$ cat src/rtl/sio_pkg.sv
package sio_pkg;
    localparam logic [4:0] OFS_CTL  = 5'h00;
    localparam logic [4:0] OFS_DIV  = 5'h04;
    localparam logic [4:0] OFS_THR  = 5'h08;
    localparam logic [4:0] OFS_STAT = 5'h10;
    localparam logic [4:0] OFS_DATA = 5'h14;

    localparam int C_RXCLR  = 6;
    localparam int C_TXCLR  = 7;
    localparam int C_BREAK  = 14;
    localparam int C_RXEVEN = 16;
    localparam int C_RXPAR  = 17;
    localparam int C_TXEVEN = 18;
    localparam int C_TXPAR  = 19;
    localparam int C_LOOP   = 20;
    localparam int C_RXON   = 21;
    localparam int C_TXON   = 22;
    localparam int C_TICKON = 23;

    localparam int S_TXIDLE = 5;
    localparam int S_LOST   = 7;
    localparam int S_RXHAVE = 11;

    localparam logic [23:0] CTL_KEEP = 24'hFF7FDF;

    typedef enum logic [2:0] {PH_IDLE, PH_START, PH_DATA, PH_PAR, PH_STOP} phase_t;
endpackage

$ cat src/rtl/sio_fifo.sv
module sio_fifo #(
    parameter int W     = 8,
    parameter int DEPTH = 4
) (
    input  logic         clk,
    input  logic         rst_n,
    input  logic         flush,
    input  logic         push,
    input  logic [W-1:0] din,
    input  logic         pop,
    output logic [W-1:0] dout,
    output logic         empty,
    output logic         full
);
    localparam int AW = $clog2(DEPTH);

    typedef struct packed {
        logic [AW-1:0] wp;
        logic [AW-1:0] rp;
        logic [AW:0]   cnt;
    } fifo_s;

    fifo_s q, d;
    logic [W-1:0] mem [DEPTH];
    logic do_push, do_pop;

    assign empty   = (q.cnt == '0);
    assign full    = (q.cnt == (AW+1)'(DEPTH));
    assign do_push = push && !full && !flush;
    assign do_pop  = pop && !empty && !flush;
    assign dout    = mem[q.rp];

    always_comb begin
        d = q;
        if (flush) begin
            d = '0;
        end else begin
            if (do_push) d.wp = q.wp + 1'b1;
            if (do_pop)  d.rp = q.rp + 1'b1;
            d.cnt = q.cnt + (AW+1)'(do_push) - (AW+1)'(do_pop);
        end
    end

    always_ff @(posedge clk or negedge rst_n) begin
        if (!rst_n) q <= '0;
        else        q <= d;
    end

    always_ff @(posedge clk) begin
        if (do_push) mem[q.wp] <= din;
    end

    p_flush_empties_r2: assert property (@(posedge clk) disable iff (!rst_n)
        flush |=> empty);
    p_full_holds_r10: assert property (@(posedge clk) disable iff (!rst_n)
        (full && push && !pop && !flush) |=> full);
endmodule

$ cat src/rtl/sio_tick.sv
module sio_tick #(
    parameter int BW = 16
) (
    input  logic          clk,
    input  logic          rst_n,
    input  logic          en,
    input  logic [BW-1:0] word,
    output logic          tick
);
    logic [BW:0] cnt_d, cnt_q;
    logic        wrap;

    assign wrap = (cnt_q >= {word, 1'b1});
    assign tick = en && wrap;

    always_comb begin
        if (!en)       cnt_d = '0;
        else if (wrap) cnt_d = '0;
        else           cnt_d = cnt_q + 1'b1;
    end

    always_ff @(posedge clk or negedge rst_n) begin
        if (!rst_n) cnt_q <= '0;
        else        cnt_q <= cnt_d;
    end

    p_tick_gap_r3: assert property (@(posedge clk) disable iff (!rst_n)
        tick |=> !tick);
endmodule

$ cat src/rtl/sio_tx.sv
module sio_tx
    import sio_pkg::*;
(
    input  logic       clk,
    input  logic       rst_n,
    input  logic       tick,
    input  logic       en,
    input  logic       par_en,
    input  logic       par_even,
    input  logic       have,
    input  logic [7:0] data,
    output logic       pop,
    output logic       line
);
    typedef struct packed {
        phase_t     ph;
        logic [7:0] sh;
        logic [2:0] bitn;
        logic [3:0] tcnt;
        logic       par;
    } tx_s;

    tx_s q, d;

    always_comb begin
        d   = q;
        pop = 1'b0;
        if (q.ph == PH_IDLE) begin
            if (en && have) begin
                pop    = 1'b1;
                d.sh   = data;
                d.par  = par_even ? ^data : ~^data;
                d.ph   = PH_START;
                d.tcnt = '0;
            end
        end else if (tick) begin
            d.tcnt = q.tcnt + 4'd1;
            if (q.tcnt == 4'd15) begin
                case (q.ph)
                    PH_START: begin
                        d.ph   = PH_DATA;
                        d.bitn = '0;
                    end
                    PH_DATA: begin
                        d.sh   = {1'b0, q.sh[7:1]};
                        d.bitn = q.bitn + 3'd1;
                        if (q.bitn == 3'd7) d.ph = par_en ? PH_PAR : PH_STOP;
                    end
                    PH_PAR:  d.ph = PH_STOP;
                    default: d.ph = PH_IDLE;
                endcase
            end
        end
    end

    always_comb begin
        case (q.ph)
            PH_START: line = 1'b0;
            PH_DATA:  line = q.sh[0];
            PH_PAR:   line = q.par;
            default:  line = 1'b1;
        endcase
    end

    always_ff @(posedge clk or negedge rst_n) begin
        if (!rst_n) q <= '{ph: PH_IDLE, default: '0};
        else        q <= d;
    end

    p_pop_has_data_r4: assert property (@(posedge clk) disable iff (!rst_n)
        pop |-> have);
endmodule

$ cat src/rtl/sio_rx.sv
module sio_rx
    import sio_pkg::*;
(
    input  logic        clk,
    input  logic        rst_n,
    input  logic        tick,
    input  logic        en,
    input  logic        line,
    input  logic        par_en,
    input  logic        par_even,
    output logic        push,
    output logic [10:0] word
);
    typedef struct packed {
        phase_t     ph;
        logic [7:0] sh;
        logic [2:0] bitn;
        logic [3:0] tcnt;
        logic       armed;
        logic       pbit;
    } rx_s;

    rx_s  q, d;
    logic want_par, ferr, perr, brk;

    assign want_par = par_even ? ^q.sh : ~^q.sh;
    assign ferr     = !line;
    assign perr     = par_en && (q.pbit != want_par);
    assign brk      = !line && (q.sh == 8'h00) && !(par_en && q.pbit);
    assign word     = {brk, perr, ferr, q.sh};

    always_comb begin
        d    = q;
        push = 1'b0;
        if (!en) begin
            d.ph    = PH_IDLE;
            d.armed = 1'b0;
        end else if (tick) begin
            d.tcnt = q.tcnt + 4'd1;
            case (q.ph)
                PH_IDLE: begin
                    if (line) begin
                        d.armed = 1'b1;
                    end else if (q.armed) begin
                        d.ph    = PH_START;
                        d.tcnt  = '0;
                        d.armed = 1'b0;
                    end
                end
                PH_START: begin
                    if (q.tcnt == 4'd6) begin
                        d.tcnt = '0;
                        d.bitn = '0;
                        d.ph   = line ? PH_IDLE : PH_DATA;
                    end
                end
                PH_DATA: begin
                    if (q.tcnt == 4'd15) begin
                        d.sh   = {line, q.sh[7:1]};
                        d.bitn = q.bitn + 3'd1;
                        if (q.bitn == 3'd7) d.ph = par_en ? PH_PAR : PH_STOP;
                    end
                end
                PH_PAR: begin
                    if (q.tcnt == 4'd15) begin
                        d.pbit = line;
                        d.ph   = PH_STOP;
                    end
                end
                default: begin
                    if (q.tcnt == 4'd15) begin
                        push    = 1'b1;
                        d.ph    = PH_IDLE;
                        d.armed = 1'b0;
                    end
                end
            endcase
        end
    end

    always_ff @(posedge clk or negedge rst_n) begin
        if (!rst_n) q <= '{ph: PH_IDLE, default: '0};
        else        q <= d;
    end

    p_off_idle_r11: assert property (@(posedge clk) disable iff (!rst_n)
        !en |=> (q.ph == PH_IDLE));
endmodule

$ cat src/rtl/sio_port.sv
module sio_port
    import sio_pkg::*;
#(
    parameter int BW    = 16,
    parameter int DEPTH = 4
) (
    input  logic        clk,
    input  logic        rst_n,
    input  logic        wr_en,
    input  logic        rd_en,
    input  logic [4:0]  addr,
    input  logic [31:0] wdata,
    output logic [31:0] rdata,
    input  logic        rxd,
    output logic        txd
);
    localparam int RXW = 11;

    typedef struct packed {
        logic [23:0]   ctl;
        logic [BW-1:0] div;
        logic [7:0]    thr;
        logic          lost;
    } regs_s;

    regs_s q, d;

    logic           tick, tx_line, rx_line;
    logic           tx_empty, tx_full, tx_pop;
    logic [7:0]     tx_data;
    logic           rx_empty, rx_full, rx_push;
    logic [RXW-1:0] rx_word, rx_head;
    logic           tx_flush, rx_flush, wr_data, rd_data, wr_ctl, stat_clr;
    logic [31:0]    stat;
    logic           unused_hi;

    assign unused_hi = ^wdata[31:24];
    assign tx_flush  = q.ctl[C_TXCLR];
    assign rx_flush  = q.ctl[C_RXCLR];
    assign wr_ctl    = wr_en && (addr == OFS_CTL);
    assign wr_data   = wr_en && (addr == OFS_DATA);
    assign rd_data   = rd_en && (addr == OFS_DATA);
    assign stat_clr  = wr_en && (addr == OFS_STAT) && !wdata[S_LOST];

    always_comb begin
        d = q;
        d.ctl[C_TXCLR] = 1'b0;
        d.ctl[C_RXCLR] = 1'b0;
        if (wr_en) begin
            case (addr)
                OFS_CTL: d.ctl = wdata[23:0] & CTL_KEEP;
                OFS_DIV: d.div = wdata[BW-1:0];
                OFS_THR: d.thr = wdata[15:8];
                default: ;
            endcase
        end
        if (stat_clr)                        d.lost = 1'b0;
        if (rx_push && rx_full && !rx_flush) d.lost = 1'b1;
        if (rx_flush)                        d.lost = 1'b0;
    end

    always_ff @(posedge clk or negedge rst_n) begin
        if (!rst_n) q <= '0;
        else        q <= d;
    end

    always_comb begin
        stat           = '0;
        stat[S_TXIDLE] = tx_empty;
        stat[S_LOST]   = q.lost;
        stat[S_RXHAVE] = !rx_empty;
        case (addr)
            OFS_CTL:  rdata = {8'h00, q.ctl};
            OFS_DIV:  rdata = 32'(q.div);
            OFS_THR:  rdata = {16'h0000, q.thr, 8'h00};
            OFS_STAT: rdata = stat;
            OFS_DATA: rdata = rx_empty ? 32'h0 : 32'(rx_head);
            default:  rdata = 32'h0;
        endcase
    end

    assign rx_line = q.ctl[C_LOOP] ? tx_line : rxd;
    assign txd     = q.ctl[C_BREAK] ? 1'b0 : (q.ctl[C_LOOP] ? 1'b1 : tx_line);

    sio_tick #(.BW(BW)) u_tick (
        .clk(clk), .rst_n(rst_n), .en(q.ctl[C_TICKON]), .word(q.div), .tick(tick)
    );

    sio_fifo #(.W(8), .DEPTH(DEPTH)) u_txq (
        .clk(clk), .rst_n(rst_n), .flush(tx_flush), .push(wr_data), .din(wdata[7:0]),
        .pop(tx_pop), .dout(tx_data), .empty(tx_empty), .full(tx_full)
    );

    sio_tx u_tx (
        .clk(clk), .rst_n(rst_n), .tick(tick), .en(q.ctl[C_TXON]),
        .par_en(q.ctl[C_TXPAR]), .par_even(q.ctl[C_TXEVEN]), .have(!tx_empty),
        .data(tx_data), .pop(tx_pop), .line(tx_line)
    );

    sio_rx u_rx (
        .clk(clk), .rst_n(rst_n), .tick(tick), .en(q.ctl[C_RXON]), .line(rx_line),
        .par_en(q.ctl[C_RXPAR]), .par_even(q.ctl[C_RXEVEN]), .push(rx_push), .word(rx_word)
    );

    sio_fifo #(.W(RXW), .DEPTH(DEPTH)) u_rxq (
        .clk(clk), .rst_n(rst_n), .flush(rx_flush), .push(rx_push), .din(rx_word),
        .pop(rd_data), .dout(rx_head), .empty(rx_empty), .full(rx_full)
    );

    p_clr_bit_drops_r2: assert property (@(posedge clk) disable iff (!rst_n)
        (q.ctl[C_RXCLR] && !wr_ctl) |=> !q.ctl[C_RXCLR]);
    p_lost_sets_r10: assert property (@(posedge clk) disable iff (!rst_n)
        (rx_push && rx_full && !rx_flush) |=> q.lost);
    p_lost_holds_r10: assert property (@(posedge clk) disable iff (!rst_n)
        (q.lost && !rx_flush && !stat_clr) |=> q.lost);
    p_no_tx_push_full_r4: assert property (@(posedge clk) disable iff (!rst_n)
        (wr_data && tx_full && !tx_pop) |=> tx_full);
endmodule

$ cat config.mk
export PLATFORM = sky130hd
export DESIGN_NAME = sio_port
export DESIGN_NICKNAME = d
export VERILOG_FILES = /design/src/rtl/sio_pkg.sv /design/src/rtl/sio_fifo.sv /design/src/rtl/sio_tick.sv /design/src/rtl/sio_tx.sv /design/src/rtl/sio_rx.sv /design/src/rtl/sio_port.sv
export SDC_FILE = /design/constraint.sdc
export NUM_CORES = 1
export LEC_CHECK = 0
export CAP_MARGIN = 20
export CORE_MARGIN = 10
export CORE_UTILIZATION = 40
export CTS_CLUSTER_DIAMETER = 60
export DETAILED_ROUTE_END_ITERATION = 8
export PLACE_DENSITY_LB_ADDON = 0.2
export SLEW_MARGIN = 20
export SYNTH_ARGS = -nofsm -noshare
export SYNTH_HDL_FRONTEND = slang
export SYNTH_HIERARCHICAL = 1
export SYNTH_SLANG_ARGS = --single-unit
$ cat constraint.sdc
create_clock -name clk -period 4 [get_ports clk]
set_input_delay 0.4 -clock clk [delete_from_list [all_inputs] [get_ports clk]]
set_output_delay 0.4 -clock clk [all_outputs]
set_load 0.02 [all_outputs]
==> results.yml <==
outcome:
  status: "finished, final reports clean"
placed_design:
  dpl_cell_area_um2: 10900
  place.gp.congestion: 0.810
  dpl.hpwl_um: 16100
  pre_cts_slack_ns: -0.161
  port_buffers: 58
cts:
  cts_tree: "yes"
  htree_levels: 4
  hold_buffers: 0
  path_clk_slew_ns: 0.07
  clock_latency_ns: 0.43
  cts-root-buf: "clkbuf_16"
  clockBufferDepth: 2
  numCtsBuffers: 17
  clock_sinks: 193
timing:
  post-route-min-period_ns: 3.91
  slew_violations: 0
  post-route-period-util_pct: 97.6
  max_freq_mhz: 256
  whs_ns: 0.0560
  setup_violations: 0
  slew_headroom_pct: 41.5
  setup_slack_ns: 0.0944
  tightestPinTransition_ns: 0.877
  hold_viol_final: 0
  skew_ns: 0.0169
critical_path:
  path_class: "flop to flop"
  arrival_ns: 4.25
  cp.required_ns: 4.35
  crit_family: "simple AND/OR/NAND/NOR gates"
  slowest_delay_ns: 0.54
  crit_fanout: 2
  worstSetupStartpointType: "flop"
  cp_common_cell: "inv_1"
  path_cells: "ha_4, nand4_1, or4b_4, a31oi_4, o41a_1, buf_6, and2_4, and3_4, clkinv_2, nor3_4, inv_1, ha_1, inv_1, ha_1, inv_1, fa_2, xor2_2, and2_1, nor3_2"
  path_buf_inv: 5
  critPathCaptureType: "flop"
  slowest_stage: "or4b_4"
  ff2ff_setup_slack_ns: 0.09
synth:
  avgSynthCellArea_um2: 12.8
  ys_types: 84
  ys_top_cells_by_area: "dfrtp_1, edfxtp_1, ha_1"
  synth_enable_flop_cells: 76
  async_flop_share_pct: 60.6
  synth_top_area_share_pct: 29.7
  ys.flop_type: "dfrtp_1"
  yosysWarningCount: 6
  seq_area_frac_synth_pct: 52.8
  synth_top_cell_by_area: "dfrtp_1"
  synthCells: 768
  syn-cell-area_um2: 9870
  ys_seq_elements: 193
die:
  dieHeight_um: 177
  fp-row-count: 57
  core_area_um2: 24300
  io_pins: 75
  dieArea_um2: 31400
  dieWidth_um: 177
  start_util_pct: 40.6
route:
  dr_total_vias: 6257
  drt-initial-drc-count: 434
  first_pass_iters: 6
  detail_route.wl_per_cell_um: 18.8
  drt_wl_total_um: 22300
  via_per_inst: 5.28
  antenna_left: 0
  drc_errors: 0
run:
  maxCapViolations: 0
cells_and_area:
  regArea_um2: 5210
  area_delta_synth_final_pct: 16.9
  fill_cells: 2158
  fin_nets: 931
  fin_area_um2: 11500
  n_antenna_cell: 0
  drive_gt1_share_pct: 20.7
  fin_util_pct: 47.4
  multi_input_area_um2: 4200
pwr:
  total_power_w: 0.00549
  power.density_nw_per_um2: 476
  p_leak_nw: 4.80
  peakVddDrop_mv: 0.298
global_routing:
  grt_max_degree: 64
  first_global_vias: 6662
  grt_use_total_pct: 14.5
  antenna_found_initial: 0
  grt_pass1_wl_um: 36000
  gr-total-overflow: 0
worst_hold_path:
  hp-class: "primary input to asynchronous set/reset pin"
[worst reg2reg max path: stages, from the launching register on]
cell and delay (ns):
dfrtp_1 0.42, ha_4 0.29, nand4_1 0.16, or4b_4 0.54, a31oi_4 0.17, o41a_1 0.18
buf_6 0.12, and2_4 0.15, and3_4 0.21, clkinv_2 0.08, nor3_4 0.14, inv_1 0.07
ha_1 0.26, inv_1 0.05, ha_1 0.13, inv_1 0.06, fa_2 0.35, xor2_2 0.16
and2_1 0.18, nor3_2 0.09
[cell usage in the layout (no fill, tap or decap), drive strengths merged, types with 13 or more instances in the layout]
cell type,instances
clkdlybuf4s50,57
nor4,13
and2,18
nand3,24
mux4,19
dfrtp,117
xor2,17
buf,48
o21ai,27
edfxtp,76
inv,56
mux2,54
nor2,29
ha,40
nand2,37
and3,26
clkbuf,23
[Yosys cell counts (all sizes together), types with 4 or more instances]
cell type / number
xnor2: 12
o22ai: 5
a31oi: 5
and4: 4
nor2b: 7
clkbuf: 14
or3: 4
nor3b: 7
nor4: 13
and3: 26
nand3: 24
nor3: 10
xor2: 17
inv: 52
a21oi: 10
mux4: 19
dfrtp: 117
mux2i: 8
nand4: 12
mux2: 54
edfxtp: 76
ha: 40
nand2: 37
o21ai: 27
o31ai: 7
and2: 18
nand2b: 9
a221o: 12
a22o: 11
a2111oi: 5
nor2: 29
buf: 38
[path summary, 6_finish.rpt]
check                            startpoint              end  cells after the start
setup / recovery           u_tick/cnt_q[12]       u_rxq/q[2]                     19
hold / removal                        rst_n        u_rx/q[3]                      1
setup reg to reg           u_tick/cnt_q[12]       u_rxq/q[2]                     19
hold reg to reg                   u_tx/q[0]        u_tx/q[0]                      2
max in group asynchronous             rst_n  u_tick/cnt_q[9]                      2
min in group clk                  u_tx/q[0]        u_tx/q[0]                      2
[power breakdown]
group / total, W / internal (W) / switching [W]
logic: 0.00127 / 0.000718 / 0.000551
registers: 0.00254 / 0.00226 / 0.000286
clock network: 0.00167 / 0.000930 / 0.000745
[layer usage]
layer	track usage [%]	up-vias	wire length, um
li1	-	2978	-
met3	3.05	24	584
met1	19.0	3184	10100
met5	0	-	0
met2	23.5	71	11100
met4	4.55	0	469
[kinds of logic after synthesis]
kind of cell / Yosys count / synth area share, %
other: 1 / 0.0380
flip-flops: 193 / 52.8
adder cells (fa/ha/maj): 42 / 5.48
buffers and inverters: 106 / 5.45
AO/OA/AOI/OAI: 107 / 8.61
XOR/XNOR: 30 / 2.80
AND/OR/NAND/NOR: 208 / 12.8
multiplexers: 81 / 12.0
[sequential cells by signal, indices dropped and copies added (netlist names)]
name and cells:
q 47, u_tx/q 19, u_txq/mem 32, u_tick/cnt_q 17, u_txq/q 7, u_rxq/mem 44
u_rxq/q 7, u_rx/q 12, u_rx/word 8
[final cells by class]
class	count	share of cell area (%)
flip-flops and latches	193	45.2
multi-input cells	476	36.4
repair buffers	105	8.10
clock buffers	23	4.19
well taps	324	3.51
inverters	54	1.78
clock inverters	9	0.824
[per-stage QoR]
step                      instances  setup TNS, ns
final                          1184              0
after global routing           1184        -0.0348
after CTS                      1183       -0.00707
after detailed placement       1147         -0.161
after global placement         1147       -0.00116
after floorplan                 775              0
[repair_timing]
item                                   4_1_cts  5_1_grt
setup endpoints to repair                    1        1
pin swaps                                    5        6
setup buffers                                4        1
gates resized for setup                      9        2
cloned                                       0        0
endpoints found under the hold margin        0        0
Note: power is estimated with default switching activity, not from simulation.
